`config.mk`:
```
export PLATFORM = sky130hd
export DESIGN_NAME = stk_engine
export DESIGN_NICKNAME = d
export VERILOG_FILES = /design/src/rtl/stk_pkg.sv /design/src/rtl/stk_decode.sv /design/src/rtl/stk_adder.sv /design/src/rtl/stk_file.sv /design/src/rtl/stk_engine.sv
export SDC_FILE = /design/constraint.sdc
export NUM_CORES = 1
export LEC_CHECK = 0
export BUFFER_PORTS_ARGS = -buffer_cell sky130_fd_sc_hd__clkbuf_2
export CAP_MARGIN = 20
export CORE_MARGIN = 2
export CORE_UTILIZATION = 40
export DETAILED_ROUTE_END_ITERATION = 8
export GPL_TIMING_DRIVEN = 0
export MAX_ROUTING_LAYER = met4
export PLACE_DENSITY = 0.57
export SETUP_SLACK_MARGIN = 0.2
export SYNTH_ARGS = -nofsm -noshare
export SYNTH_HDL_FRONTEND = slang
export SYNTH_SLANG_ARGS = --single-unit
export TNS_END_PERCENT = 20
```
`constraint.sdc`:
```
create_clock -name clk -period 9.2 [get_ports clk]
set_input_delay 0.46 -clock clk [delete_from_list [all_inputs] [get_ports clk]]
set_output_delay 0.46 -clock clk [all_outputs]
set_load 0.03 [all_outputs]
```
`src/rtl/stk_pkg.sv`:
```
package stk_pkg;

    typedef enum logic [1:0] {
        OP_IDLE = 2'b00,
        OP_PUSH = 2'b01,
        OP_ADD  = 2'b10,
        OP_POP  = 2'b11
    } stk_op_e;

endpackage

```
`src/rtl/stk_decode.sv`:
```
module stk_decode
    import stk_pkg::*;
#(
    parameter int DEPTH = 8,
    parameter int CNT_W = $clog2(DEPTH + 1)
) (
    input  logic             vld,
    input  stk_op_e          op,
    input  logic [CNT_W-1:0] depth,
    output logic             do_push,
    output logic             do_add,
    output logic             do_pop,
    output logic             err_ovf,
    output logic             err_udf
);

    logic is_full;
    logic is_empty;
    logic has_pair;

    always_comb begin
        is_full  = (depth == CNT_W'(DEPTH));
        is_empty = (depth == '0);
        has_pair = (depth >= CNT_W'(2));

        do_push = vld && (op == OP_PUSH) && !is_full;
        do_add  = vld && (op == OP_ADD)  && has_pair;
        do_pop  = vld && (op == OP_POP)  && !is_empty;

        err_ovf = vld && (op == OP_PUSH) && is_full;
        err_udf = vld && (((op == OP_ADD) && !has_pair) ||
                          ((op == OP_POP) && is_empty));
    end

endmodule

```
`src/rtl/stk_adder.sv`:
```
module stk_adder #(
    parameter int DATA_W = 16
) (
    input  logic [DATA_W-1:0] opnd_a,
    input  logic [DATA_W-1:0] opnd_b,
    output logic [DATA_W-1:0] sum
);

    always_comb begin
        sum = opnd_a + opnd_b;
    end

endmodule

```
`src/rtl/stk_file.sv`:
```
module stk_file #(
    parameter int DEPTH  = 8,
    parameter int DATA_W = 16,
    parameter int IDX_W  = $clog2(DEPTH)
) (
    input  logic              clk,
    input  logic              rst,
    input  logic              wr_en,
    input  logic [IDX_W-1:0]  wr_idx,
    input  logic [DATA_W-1:0] wr_data,
    input  logic [IDX_W-1:0]  rd_idx_a,
    input  logic [IDX_W-1:0]  rd_idx_b,
    output logic [DATA_W-1:0] rd_a,
    output logic [DATA_W-1:0] rd_b
);

    logic [DATA_W-1:0] ent_d [DEPTH];
    logic [DATA_W-1:0] ent_q [DEPTH];

    for (genvar g = 0; g < DEPTH; g++) begin : g_ent
        always_comb begin
            ent_d[g] = ent_q[g];
            if (wr_en && (wr_idx == IDX_W'(g))) begin
                ent_d[g] = wr_data;
            end
        end

        always_ff @(posedge clk) begin
            if (rst) begin
                ent_q[g] <= '0;
            end else begin
                ent_q[g] <= ent_d[g];
            end
        end
    end

    always_comb begin
        rd_a = ent_q[rd_idx_a];
        rd_b = ent_q[rd_idx_b];
    end

endmodule

```
`src/rtl/stk_engine.sv`:
```
module stk_engine
    import stk_pkg::*;
#(
    parameter int DEPTH  = 8,
    parameter int DATA_W = 16,
    parameter int ADDR_W = 8
) (
    input  logic                         clk,
    input  logic                         rst,
    input  logic                         instr_vld,
    input  logic [1:0]                   instr_op,
    input  logic [DATA_W-1:0]            instr_arg,
    output logic                         mem_we,
    output logic [ADDR_W-1:0]            mem_addr,
    output logic [DATA_W-1:0]            mem_wdata,
    output logic [$clog2(DEPTH+1)-1:0]   stk_depth,
    output logic [DATA_W-1:0]            stk_tos,
    output logic                         ovf_flag,
    output logic                         udf_flag
);

    localparam int CNT_W = $clog2(DEPTH + 1);
    localparam int IDX_W = $clog2(DEPTH);

    typedef struct packed {
        logic [CNT_W-1:0]  depth;
        logic              ovf;
        logic              udf;
        logic              we;
        logic [ADDR_W-1:0] waddr;
        logic [DATA_W-1:0] wdata;
    } ctl_t;

    ctl_t ctl_d;
    ctl_t ctl_q;

    logic              do_push;
    logic              do_add;
    logic              do_pop;
    logic              err_ovf;
    logic              err_udf;
    logic [IDX_W-1:0]  top_idx;
    logic [IDX_W-1:0]  sec_idx;
    logic [IDX_W-1:0]  new_idx;
    logic [DATA_W-1:0] top_val;
    logic [DATA_W-1:0] sec_val;
    logic [DATA_W-1:0] sum_val;
    logic              f_wr_en;
    logic [IDX_W-1:0]  f_wr_idx;
    logic [DATA_W-1:0] f_wr_data;

    stk_decode #(
        .DEPTH (DEPTH),
        .CNT_W (CNT_W)
    ) decode_i (
        .vld     (instr_vld),
        .op      (stk_op_e'(instr_op)),
        .depth   (ctl_q.depth),
        .do_push (do_push),
        .do_add  (do_add),
        .do_pop  (do_pop),
        .err_ovf (err_ovf),
        .err_udf (err_udf)
    );

    stk_adder #(
        .DATA_W (DATA_W)
    ) adder_i (
        .opnd_a (top_val),
        .opnd_b (sec_val),
        .sum    (sum_val)
    );

    stk_file #(
        .DEPTH  (DEPTH),
        .DATA_W (DATA_W),
        .IDX_W  (IDX_W)
    ) file_i (
        .clk      (clk),
        .rst      (rst),
        .wr_en    (f_wr_en),
        .wr_idx   (f_wr_idx),
        .wr_data  (f_wr_data),
        .rd_idx_a (top_idx),
        .rd_idx_b (sec_idx),
        .rd_a     (top_val),
        .rd_b     (sec_val)
    );

    always_comb begin
        top_idx = IDX_W'(ctl_q.depth - CNT_W'(1));
        sec_idx = IDX_W'(ctl_q.depth - CNT_W'(2));
        new_idx = IDX_W'(ctl_q.depth);

        f_wr_en   = do_push || do_add;
        f_wr_idx  = do_push ? new_idx : sec_idx;
        f_wr_data = do_push ? instr_arg : sum_val;

        ctl_d       = ctl_q;
        ctl_d.we    = 1'b0;
        ctl_d.ovf   = ctl_q.ovf || err_ovf;
        ctl_d.udf   = ctl_q.udf || err_udf;

        if (do_push) begin
            ctl_d.depth = ctl_q.depth + CNT_W'(1);
        end else if (do_add) begin
            ctl_d.depth = ctl_q.depth - CNT_W'(1);
        end else if (do_pop) begin
            ctl_d.depth = ctl_q.depth - CNT_W'(1);
            ctl_d.we    = 1'b1;
            ctl_d.waddr = instr_arg[ADDR_W-1:0];
            ctl_d.wdata = top_val;
        end
    end

    always_ff @(posedge clk) begin
        if (rst) begin
            ctl_q <= '0;
        end else begin
            ctl_q <= ctl_d;
        end
    end

    always_comb begin
        mem_we    = ctl_q.we;
        mem_addr  = ctl_q.waddr;
        mem_wdata = ctl_q.wdata;
        stk_depth = ctl_q.depth;
        stk_tos   = (ctl_q.depth == '0) ? '0 : top_val;
        ovf_flag  = ctl_q.ovf;
        udf_flag  = ctl_q.udf;
    end

endmodule

```
## Word level (Yosys, flattened, before mapping)

Memory sizes are Yosys's and may differ from the RTL's.
Cells that the tools add are included.

| storage, ports and cells | value |
|---|---|
| bits in registers | 31 |
| memory bits (writable) | 128 |
| input bits | 21 |
| output and inout bits | 47 |
| word-level logic and storage cells | 105 |
| memories | 1 |

Memories:

| memory | depth | width | rd ports | clocked after memory_dff | wr ports | line | RTL |
|---|---|---|---|---|---|---|---|
| file_i.ent_q | 8 | 16 | 2 | 0 | 8 | stk_file.sv:18 | `logic [DATA_W-1:0] ent_q [DEPTH];` |

| operators by class | value |
|---|---|
| add/subtract/negate cells | 4 |
| $lt $le $gt $ge | 1 |
| equal/unequal tests | 19 |
| multiplexer cells | 26 |
| bitwise gates (word level) | 10 |
| reduce and logical (&&, ||, !) cells | 38 |

Operators by type and width:

| cell | count |
|---|---|
| $mux W16 | 18 |
| $mux W25 | 1 |
| $logic_and A1 B1 Y1 | 18 |
| $add A16 B16 Y16 | 1 |
| $reduce_and A2 Y1 | 8 |
| $eq A3 B3 Y1 const B | 4 |
| $mux W4 | 3 |
| $ne A1 B1 Y1 const B | 8 |
| $or A1 B1 Y1 | 8 |
| $eq A3 B2 Y1 const B | 2 |
| $add A4 B1 Y4 const B | 1 |
| $eq A2 B2 Y1 const B | 2 |
| $eq A4 B4 Y1 const B | 1 |
| $ge A4 B2 Y1 const B | 1 |
| $logic_not A4 Y1 | 1 |
| $logic_or A1 B1 Y1 | 4 |
| $sub A4 B1 Y4 const B | 1 |
| $eq A3 B1 Y1 const B | 1 |
| $logic_not A1 Y1 | 3 |
| $logic_not A3 Y1 | 1 |
| $mux W1 | 3 |
| $mux W3 | 1 |
| $reduce_and A3 Y1 | 1 |
| $reduce_bool A3 Y1 | 1 |
| 4 further kinds | 5 |

## Logic depth before layout (Yosys ltp)

Gate-level depths: netlist of the first run.

| depth | value |
|---|---|
| depth after elaboration | 9 |
| mapped depth | 18 |
| mapped depth without buffers | 14 |

## By module

A second synthesis of the first run with hierarchy kept.

| second synthesis, totals | value |
|---|---|
| cells, all modules | 736 |
| area total of the unflattened synthesis | 9377.7 um^2 |

By module, submodules not included:

| module | instances | cells each | area each (um^2) | sequential area each (um^2) |
|---|---|---|---|---|
| stk_file | 1 | 431 | 6912.9 | 3843.7 |
| stk_engine | 1 | 189 | 1540.2 | 620.6 |
| stk_adder | 1 | 107 | 853.3 | 0.0 |
| stk_decode | 1 | 9 | 71.3 | 0.0 |

## Worst setup path before layout of the first run

No wires, ideal clock.

| path | value |
|---|---|
| path kind | register to register |
| from | register ctl_q, in the netlist stk_depth[1] |
| to | memory file_i.ent_q[2][13] (data pin) |
| library setup time | 0.277 ns |
| arrival time | 4.302 ns |
| data required time | 8.923 ns |
| slack | 4.620 ns |
| cell stages (with the launch flop) | 16 |
| buffers on the path | 3 |
| clock period less this slack | 4.580 ns |
| cell sequence | dfxtp_1 -> buf_2 -> inv_1 -> ha_1 -> buf_1 -> clkbuf_1 -> mux4_2 -> mux2i_1 -> inv_1 -> ha_1 -> a21o_1 -> nand4_1 -> a2111o_1 -> a211oi_1 -> mux2i_1 -> a21oi_1 |

RTL lines:

| item | line | RTL |
|---|---|---|
| start, declared | stk_engine.sv:35 | `ctl_t ctl_q;` |
| start signal, assigned | stk_engine.sv:120 | `ctl_q <= ctl_d;` |
| end, declared | stk_file.sv:18 |  |

==> out/results.txt, run 1 <==
The flow ran to the end, and the final reports show no timing, DRC or antenna violations. During synthesis, Yosys emitted a total of 0 warnings. The tools report the total length of routed met2 wires as 13.0 mm. For the number of antenna violations at the first check in global routing, the log shows 0. The run gives 27.7 mm as the routed wire length. STA classifies the critical path endpoint as a register. The run gives 169 MHz as the maximum achievable frequency. The total negative slack for setup checks came out at 0 ns.

The number of cells on the worst reg-to-reg path is 15. The register-to-register setup slack was 3.29 ns. The logs give 41.9 mm for the global-route wire length before repair and 19.4 mm for the final HPWL from detailed placement.

In the final routed layout, each cell accounts on average for 24.4 um. Counting along the longest clock path gives a buffer depth of 2. The tools report the overall fraction of global-route tracks in use as 0.247.

Setup violations remaining at the end of the flow were counted as 0. The portion of the post-synthesis area used by sequential elements is 0.494. In this run the horizontal extent of the chip is 154 um. Counting instances, the worst hold path has a depth of 3.

The post-synthesis cell area is 9030 um^2, and the antenna cell count is 0. The path class of the lowest-slack min-delay path was input pin to register. Synthesis produced a netlist with a net count of 792. In this run the clock root is driven by a clkbuf_16. The sequential cell area was 4460 um^2. The fraction of post-synthesis cell area in the top cell type by area is 0.425. The sum of buffers and inverters on the critical path was 5; the residual antenna-violating net count after detailed routing was 0.

The routed via count divided by cell count works out to 5.95. The later-pin clock latency in the skew report was 0.43 ns; the worst-path maximum fanout was 10. Relative to the synthesized area, the layout overhead comes to 15.4%.

H-tree level count: 4. Signal routing reaches up to met4. The worst setup path is of the register to register kind.

The starting density of the core is 0.410. Category of the worst setup path launch point: a register. For the count of nets after finishing, the log shows 882. The endpoint identified for the worst register-to-register timing path is file_i.ent_q[2][11]$_SDFFCE_PN0P_. In this run the most critical hold path is launched from instr_arg[5].

The run gives 23800 um^2 as the overall die area. Top cell type by total area after synthesis: edfxtp_1. The kind of cell adding the most delay to the critical path was buffers and inverters. The largest individual stage delay along the critical path comes from the cell clkbuf_1. For the final standard cell area without fillers, the log shows 10400 um^2. Once placement finished, the instance area stood at 9790 um^2. In the layout the commonest cells are nor2_1 (138), edfxtp_1 (128), clkbuf_2 (66). The static leakage power came out at 4.01 nW. For this run, design rule violations remaining after detail routing come to 0. Clock tree synthesis found a total of 159 sinks.

The via count was 6741. The final critical-path required period works out to 5.91 ns. In the final layout, the multi-input gates occupy 4290 um^2.

TritonCTS created 17 clock buffers. Routability congestion estimate: 0.899. After technology mapping, the gate count stands at 749. For the routed metal-1 wire length, the log shows 11.8 mm. Fill cells in the final layout number 2014. The post-synthesis register bit count was 159; the via count of the first global-routing pass was 6654. Number of hold violations in the final report: 0.

The floorplan step set the die height to 154 um. First element of the critical path: stk_depth[1]$_SDFFE_PP0P_. The per-instance average area after synthesis is 12.1 um^2, and the total count of max-transition violations in the final report is 0.

Data on the critical path arrives at its endpoint at 6.04 ns. Setup repair after global routing left no endpoint under its margin. Data on the critical path is required at its endpoint by 9.33 ns.

In this run, post-CTS hold repair placed 0 buffers. The tools report the hold path endpoint as mem_addr[5]$_SDFFE_PP0P_. The logic depth of the worst path, buffers included was 15; the peak ir drop on the vdd network was 0.139 mV. Walking the worst path, the cells encountered are buf_2, inv_1, ha_1, buf_1, clkbuf_1, mux4_2, mux2i_1, inv_1, ha_1, and2_1, a22o_1, a2111oi_2, a21oi_2, xnor2_1, a211oi_1. After synthesis, the cell types taking the most area are edfxtp_1 (43%), mux4_2 (16%), dfxtp_1 (6.9%). The detailed route wirelength on metal3 is 2.24 mm. Row generation in the floorplan step produced 54 rows.

The run gives 0.0105 ns as the clock tree skew after final layout. After clock tree synthesis, the repair step resized 0 gates. The commonest non-fill, non-tap cell in the layout was nor2_1.

The violation count after the first detailed-routing iteration is 868, and the final global-route overflow total is 0. The share of the cycle needed by the critical path after routing was 0.643; the area of the core was 22000 um^2. The clock-pin slew on the worst setup and hold paths is 0.07 ns, and the delay contributed by the slowest stage of the critical path is 0.70 ns.

Post-CTS timing repair inserted 0 buffers for setup. The count of buffers from port buffering came out at 66. The number of distinct standard cells referenced by the synthesized netlist is 60. In this run the count of I/O pins placed on the die edge is 68. TritonCTS built the clock tree. Proportion of synthesized flip-flops having asynchronous set or reset: 0.

Power per unit of standard cell area: 293 nW/um^2. For this run, the detailed router's first-pass iteration total came to 5. The tool flagged a number of max-cap violations equal to 0.

Counting flops with a built-in enable in the synthesized netlist gives 128. For the worst slew margin relative to its limit, the log shows 0.242. The worst register-to-register path begins at stk_depth[1]$_SDFFE_PP0P_. The pin count of the biggest net entering global routing is 17. Slew of the pin with the lowest slew margin: 1.14 ns. The fraction of layout cells with a size suffix above 1 was 0.250. The most frequently used flop master after synthesis was edfxtp_1.
==> worst max path at each step <==
| stage | endpoint | slack, ns |
|---|---|---|
| 2_1_floorplan | file_i.ent_q[2][13]$_SDFFCE_PN0P_ | 4.62 |
| 3_3_place_gp | file_i.ent_q[2][11]$_SDFFCE_PN0P_ | 3.38 |
| 3_5_place_dp | file_i.ent_q[5][11]$_SDFFCE_PN0P_ | 3.38 |
| 4_1_cts | file_i.ent_q[5][11]$_SDFFCE_PN0P_ | 3.34 |
| 5_1_grt | file_i.ent_q[7][11]$_SDFFCE_PN0P_ | 2.82 |
| 6_report | file_i.ent_q[2][11]$_SDFFCE_PN0P_ | 3.29 |
==> cell families (layout without fill, tap and decap cells) <==
family,count (synthesis),after routing,share of synthesized area
muxes,103,103,0.205
AOI/OAI and AO/OA,135,135,0.102
adders and majority gates,22,22,0.0313
DFF,159,159,0.494
buffers and inverters,72,175,0.0332
and+or+nand+nor,248,248,0.123
xor gates and xnor gates,10,10,0.0118
==> layer usage <==
layer / track usage / vias to the layer above
met1: 0.326 / 3341
li1: - / 3054
met3: 0.0451 / 41
met4: 0.0710 / 0
met5: - / -
met2: 0.395 / 305
==> where the power goes <==
| group | internal [W] | leakage, nW | switching [W] |
|---|---|---|---|
| Clock | 0.000431 | 0.307 | 0.000306 |
| Sequential | 0.000830 | 1.58 | 0.0000267 |
| Combinational | 0.000492 | 2.13 | 0.000973 |
| Total | 0.00175 | 4.01 | 0.00131 |
==> synthesized netlist by cell type, types with 9 or more instances <==
master,instances
nor2_1,138
mux4_2,64
a211oi_1,35
buf_2,15
mux2i_1,24
clkbuf_1,28
nand3_1,9
ha_1,21
nand2_1,39
o211ai_1,9
a21oi_1,38
o21ai_0,14
edfxtp_1,128
nor3_1,21
mux2_2,15
or4_1,9
dfxtp_1,31
inv_1,22
==> flip-flops by register name, indices dropped and copies added, names as in the netlist <==
register,cells
ovf_flag,1
stk_depth,4
mem_wdata,16
file_i.ent_q,128
mem_addr,8
udf_flag,1
mem_we,1
==> worst reg2reg max path, stage by stage, from the launching register on <==
cell and delay, ns:
dfxtp_1 0.47, buf_2 0.29, inv_1 0.17, ha_1 0.30
buf_1 0.30, clkbuf_1 0.70, mux4_2 0.42, mux2i_1 0.53
inv_1 0.11, ha_1 0.39, and2_1 0.20, a22o_1 0.21
a2111oi_2 0.50, a21oi_2 0.19, xnor2_1 0.65, a211oi_1 0.17
==> through the flow <==
stage	instances	utilization	hold WS [ns]	total power, W	setup slack, ns
6_report	1132	0.473	0.279	0.00306	3.29
5_1_grt	1132	0.473	0.288	0.00322	2.82
4_1_cts	1131	0.472	0.268	0.00304	3.34
3_5_place_dp	1099	0.444	0.451	0.00231	3.38
3_3_place_gp	1095	0.441	0.446	0.00230	3.38
2_1_floorplan	749	-	0.584	0.00191	4.62
==> layout make-up <==
class | count | share of cell area
inverters | 23 | 0.00828
multi-input cells | 518 | 0.411
clock buffers | 22 | 0.0497
well taps | 280 | 0.0336
flip-flops and latches | 159 | 0.428
plain buffers | 49 | 0.0205
repair buffers | 71 | 0.0397
clock inverters | 10 | 0.00912
Power figures use the tool's default switching activity.
==> inputs of run 2 (changes only) <==
ABC_AREA = 1   (was not set)
clock period = 6 ns   (was 9.2 ns; I/O delays follow)
==> out/results.txt, run 2 <==
The Yosys warning count came out at 0. The clock net in this run drives a total of 159 sinks. The total area inside the core boundary comes to 23300 um^2.

The number of instances resized during post-cts repair is 7. Clock-pin slew on the worst setup and hold paths: 0.07 ns. The worst hold margin came out at 0.107 ns. Summing all multi-input logic gate instances after layout gives 4170 um^2.

In this run the most critical hold path is launched from instr_arg[1]. 68 I/O pins were placed. VDD sags by at most 0.212 mV. The detailed router placed 9175 vias in this run. The tools report the static leakage power as 4.53 nW. The basic-gate share of the synthesized area counting and, or, nand and nor cells works out to 0.197. The synthesized-area fraction occupied by ao, oa, aoi and oai cells is 0.204, and the area growth from synthesis to layout is 14.7%.

At the end of routability-driven placement, the weighted congestion stood at 1.00. The number of DRC violations after detailed routing was 0; the count of nets after finishing was 1312. In this run the post-CTS setup repair buffer count came out at 0. The xor-xnor portion of the synthesized cell area is 0.00758. The logs give 0 for the hold-fix buffer count after cts and 5.75 ns for the arrival time reported for the critical path endpoint. The number of rows in the core area came out at 56. The logs give 7 for the number of detailed-routing iterations run before antenna repair and 24800 um^2 for the overall die area.

The final global-route overflow total is 0, and the maximum achievable frequency is 179 MHz. Top cell type by total area after synthesis: edfxtp_1. Among all flip-flop cells after synthesis, the most frequent one is edfxtp_1.

The number of antenna diodes in the final layout is 0. The worst setup path is launched from a register. For the via count of the first global-routing pass, the log shows 8328. The root buffer selected by CTS is clkbuf_16. In this run the cell area of the synthesized design comes to 9410 um^2.

After filler insertion, the fill cell instance count of the layout stands at 2409. TritonCTS built the clock tree. Entering global routing, the biggest net connects 17 pins.

The top cell types in the final layout, fill and taps aside, are nand2_1 (186), nor2_1 (180), o21ai_0 (170). Overall fraction of global-route tracks in use: 0.291. The register with the most flip-flops in the layout has 128 of them.

Routed wire length: 34.8 mm. Summing all flip-flop and latch instances after layout gives 4460 um^2. The first global-routing pass estimated 50.3 mm of wire. The tool flagged a number of max-cap violations equal to 0.

The per-instance average area after synthesis works out to 7.96 um^2. The worst setup path is captured at a register. The final HPWL from detailed placement was 24.8 mm; the later-pin clock latency in the skew report was 0.44 ns.

The logs give 0 for the number of antenna violations at the first check in global routing and 6.15 ns for the required time at the endpoint of the critical path. The critical path starts at stk_depth[1]$_SDFFE_PP0P_. The longest clock path from root to sink contains 2 buffers. The number of enable flip-flop cells after synthesis is 128.

In this run, synthesis produced a sequential element count of 159. The cell count after synthesis came out at 1183. For the worst flop-to-flop path, the logic depth is 18. In the synthesized netlist, the cells that appear most often are nand2_1 (186), nor2_1 (180), o21ai_0 (170).

Worst reg2reg path startpoint: stk_depth[1]$_SDFFE_PP0P_. The height of the chip was 157 um. The adder and majority cell fraction of the synthesized area is 0.0300, and the routed wire length per instance is 21.7 um. The CTS buffer count was 17. The commonest non-fill, non-tap cell in the layout was nand2_1. In the post-synthesis netlist, the biggest area contributors are edfxtp_1 (41%), o21ai_0 (9.0%), a21oi_1 (7.4%).

The worst hold path belongs to the class input pin to register. The critical path is of the register to register type. The proportion of synthesized flip-flops having asynchronous set or reset was 0.

Setup violations remaining at the end of the flow were counted as 0. The share of the cycle needed by the critical path after routing was 0.933; the slew of the pin with the lowest slew margin was 1.03 ns. In this run the horizontal extent of the chip is 157 um. Most frequent cell after synthesis: nand2_1. The number of distinct standard cells referenced by the synthesized netlist is 39. The run gives 0.474 as the portion of the post-synthesis area used by sequential elements. Setup repair after global routing left no endpoint under its margin. Along the worst hold path, the cell count comes to 3. The routed via count divided by cell count works out to 5.73. The worst-path maximum fanout is 12. The flow ran to the end, and the final reports show no timing, DRC or antenna violations. The starting density of the core came out at 0.405.

Counting I/O delays and the setup requirement, the final critical path takes 5.60 ns. The run gives 0 as the total count of max-transition violations in the final report. The violation count after the first detailed-routing iteration was 1055. The fraction of layout cells with a size suffix above 1 is 0.127, and the residual antenna-violating net count after detailed routing is 0.

The fraction of post-synthesis cell area in the top cell type by area is 0.408. Input and output buffers added on the ports amount to 67. Counting every net in the synthesized netlist gives 1226. The clock arrives with 0.0109 ns of skew.

The multiplexer share of the synthesized area is 0.00106, and the total negative slack for setup checks is 0 ns. The run gives 0.464 as the final core utilization. The number of hold violations in the final report came out at 0.

For this design the ratio of total power to cell area is 447 nW/um^2. More flip-flops sit in one register than any other, and that register is file_i.ent_q. The worst slew margin relative to its limit was 0.308; the H-tree level count was 4.

After synthesis, the largest family of logic cells by area is compound AO/OA/AOI/OAI gates.
## run 2: cells by family (layout without fill, tap and decap cells)
logic type                 after synthesis  in the layout
buffers and inverters                  198            297
DFF                                    159            159
adders and majority gates               22             22
AOI/OAI and AO/OA                      369            369
muxes                                    1              1
xor gates and xnor gates                 6              6
and+or+nand+nor                        428            428
## run 2: final cells by class
| cell class | instances | area share |
|---|---|---|
| clock inverter | 10 | 0.00672 |
| timing repair buffer | 67 | 0.0311 |
| multi-input combinational | 826 | 0.386 |
| clock buffer | 22 | 0.0480 |
| buffer | 69 | 0.0320 |
| tap | 319 | 0.0370 |
| inverter | 129 | 0.0454 |
| sequential | 159 | 0.414 |
## run 2: through the flow
stage / worst slack (ns) / cells / area (um^2) / total power (W)
floorplan: 1.47 / 1183 / 9410 / 0.00281
global placement: -0.227 / 1569 / 10100 / 0.00362
detailed placement: -0.296 / 1569 / 10100 / 0.00363
CTS: 0.269 / 1601 / 10800 / 0.00473
global route: 0.217 / 1601 / 10800 / 0.00505
finish: 0.400 / 1601 / 10800 / 0.00482
## run 2: final timing paths
kind,to,slack [ns]
setup / recovery,file_i.ent_q[4][11]$_SDFFCE_PN0P_,0.40
hold / removal,mem_addr[1]$_SDFFE_PP0P_,0.11
setup reg to reg,file_i.ent_q[4][11]$_SDFFCE_PN0P_,0.40
hold reg to reg,ovf_flag$_SDFF_PP0_,0.49
## run 2: worst max-delay path: stages (launching register included)
cell      delay [ns]
dfxtp_1         0.50
buf_2           0.32
inv_2           0.20
clkbuf_1        0.39
ha_1            0.73
clkinv_1        0.55
clkbuf_1        0.44
a31oi_1         0.32
ha_1            0.33
nand2_1         0.11
inv_1           0.11
a21oi_1         0.16
nand2_1         0.21
nand3_1         0.16
nand2_1         0.06
nand2_1         0.05
nand3_1         0.06
o21ai_1         0.50
nor2_1          0.10
## run 2: routing by layer
metal | wire length, um | up-vias | part of all wire | GRT usage
met5 | 0 | - | 0 | -
met4 | 1170 | 0 | 0.033 | 0.0991
met3 | 3030 | 73 | 0.087 | 0.0556
met2 | 15800 | 478 | 0.45 | 0.441
met1 | 14800 | 4451 | 0.43 | 0.392
li1 | - | 4173 | - | -
## run 2: power by group
| group | switching (W) | leakage [nW] | internal (W) | total (W) |
|---|---|---|---|---|
| registers | 0.0000334 | 1.58 | 0.00126 | 0.00130 |
| logic | 0.00182 | 2.67 | 0.000598 | 0.00242 |
| clock network | 0.000491 | 0.286 | 0.000618 | 0.00111 |
==> inputs of run 3 (changes only) <==
CORE_ASPECT_RATIO = 1.75   (was not set)
==> out/results.txt, run 3 (synthesis results as in run 2) <==
The maximum achievable frequency was 182 MHz; the worst-path maximum fanout was 11. The static leakage power is 4.55 nW, and the number of detailed-routing iterations run before antenna repair is 5. Register name with the most flops: file_i.ent_q. The die is 120 um wide. Once layout is done, the placed cells without fillers occupy 10800 um^2. The number of DRC violations after detailed routing came out at 0.

The total count of max-transition violations in the final report is 0. The run gives 8443 as the via count of the first global-routing pass. Reported max-cap violation count: 0. The root buffer selected by CTS was clkbuf_16. After clock tree synthesis, the clock-pin slew on the worst setup and hold paths is 0.06 ns. Share of the cycle needed by the critical path after routing: 0.915.

The run finished with clean final reports. The area of the core is 23200 um^2. The residual antenna-violating net count after detailed routing is 0.

In the routed layout, each cell is associated on average with a via count of 5.39. The number of hold buffers added after CTS was 0. For this run, the slowest stage of the critical path takes 0.45 ns. VDD sags by at most 0.240 mV.

Number of endpoints failing setup at the final stage: 0. The worst setup path is launched from a register. The net count of the finished layout is 1312.

TritonCTS built the clock tree. For this design, the sink count on the clock tree is 159. Path class of the lowest-slack min-delay path: input pin to register. The final non-filler cell total was 1586; the clock tree skew after final layout was 0.0106 ns. Setup repair after global routing could not meet its margin everywhere. The routed design has 32.0 mm of wire.

For the starting density of the core, the log shows 0.405. In this run the cell area measured after placement is 10100 um^2. The fraction of layout cells with a size suffix above 1 was 0.124; the routed wire length per instance was 20.2 um. After the first detailed-routing iteration, the DRC count stood at 661. The tools report the overall fraction of global-route tracks in use as 0.270. Input and output buffers added on the ports amount to 67. Cell with the largest stage delay on the worst path: ha_2. The tools report the number of rows in the core area as 74. In this run the number of H-tree levels came out at 4. Measured along the y axis, the die boundary spans 207 um.

The logs give 17 for the CTS buffer count and 8553 for the via count. The final core utilization came out at 0.467. The run gives 17 as the pin count of the biggest net entering global routing.

In this run, placement finished with an instance count of 1554. Later-pin clock latency in the skew report: 0.46 ns. The number of placed I/O pins came out at 68. The longest clock path from root to sink contains 2 buffers. The worst path in the final design needs a cycle of 5.49 ns, including I/O delays and setup. The logs give 24800 um^2 for the overall die area and 25.8 mm for the final HPWL from detailed placement.

The antenna cell count came out at 0. Data on the critical path is required at its endpoint by 6.19 ns. For the number of antenna violations at the first check in global routing, the log shows 0. Among the stages of the critical path, the cell type that occurs most often is buf_2. The capturing element type of the critical path is a register.

Post-CTS timing repair inserted 0 buffers for setup. Worst slew margin relative to its limit: 0.384. Number of hold violations in the final report: 0. The final global-route overflow total was 0; the area growth from synthesis to layout was 15.2%. Dividing total power by cell area gives a power density of 445 nW/um^2.

The run gives 0.00482 W as the total power after layout. At the end of routability-driven placement, the weighted congestion stood at 0.948. The register with the most flip-flops in the layout has 128 of them. The first global-routing pass estimated 48.0 mm of wire.

The arrival time reported for the critical path endpoint was 5.68 ns; the slew of the pin with the lowest slew margin was 0.898 ns. Commonest non-fill, non-tap cell in the layout: nand2_1. The library cells used most frequently in the layout, excluding fill and tap cells, are nand2_1 (186), nor2_1 (180), o21ai_0 (170). The worst setup path is of the register to register kind.
-- run 3: changes by cell type in the layout (fill, tap and decap cells not counted), sizes merged --
| cell | before | now |
|---|---|---|
| inv | 127 | 128 |
| bufinv | 0 | 6 |
| clkbuf | 127 | 122 |
| clkinvlp | 3 | 2 |
| clkinv | 9 | 7 |
| buf | 31 | 32 |
-- run 3: layout make-up --
| class | count | area [um^2] |
|---|---|---|
| sequential | 159 | 4460 |
| clock buffer | 18 | 429 |
| buffer | 69 | 340 |
| timing repair buffer | 67 | 335 |
| clock inverter | 14 | 236 |
| tap | 304 | 380 |
| multi-input combinational | 826 | 4170 |
| fill | 2323 | 12400 |
| inverter | 129 | 490 |
-- run 3: final timing paths --
kind	startpoint	to	slack (ns)	cells after the start
worst max register to register	stk_depth[0]$_SDFFE_PP0P_	file_i.ent_q[3][10]$_SDFFCE_PN0P_	0.51	26
worst max-delay path	stk_depth[0]$_SDFFE_PP0P_	file_i.ent_q[3][10]$_SDFFCE_PN0P_	0.51	26
worst min register to register	ovf_flag$_SDFF_PP0_	ovf_flag$_SDFF_PP0_	0.50	2
worst min-delay path	instr_arg[6]	mem_addr[6]$_SDFFE_PP0P_	0.09	3
-- run 3: stage by stage --
| stage | TNS, ns | setup slack, ns | hold WS, ns |
|---|---|---|---|
| 2_1_floorplan | 0 | 1.47 | 0.369 |
| 3_3_place_gp | -2.29 | -0.195 | 0.473 |
| 6_report | 0 | 0.509 | 0.0923 |
| 3_5_place_dp | -3.23 | -0.228 | 0.488 |
| 5_1_grt | 0 | 0.188 | 0.112 |
| 4_1_cts | 0 | 0.151 | 0.0809 |
-- run 3: worst max-delay path: cells and delay by family (launching register included) --
family	cells	cell delay, ns
buf+inv	11	2.02
fa+ha+maj	3	1.04
compound gates	5	1.02
simple gates	7	0.70
flops	1	0.42
-- run 3: timing repair --
action / 4_1_cts / 5_1_grt
gates resized for setup: 5 / 12
setup endpoints to repair: 40 / 42
hold endpoints to repair: 0 / 0
pin swaps: 0 / 0
-- run 3: layer usage --
layer	track usage	wire length, um	vias up
li1	-	-	4165
met1	0.265	11400	3995
met2	0.502	17600	309
met3	0.0310	1310	84
met4	0.167	1690	0
met5	-	0	-
-- run 3: power breakdown --
group	internal (W)	switching [W]	total [W]
combinational	0.000597	0.00167	0.00227
sequential	0.00126	0.0000324	0.00130
clock	0.000781	0.000474	0.00125
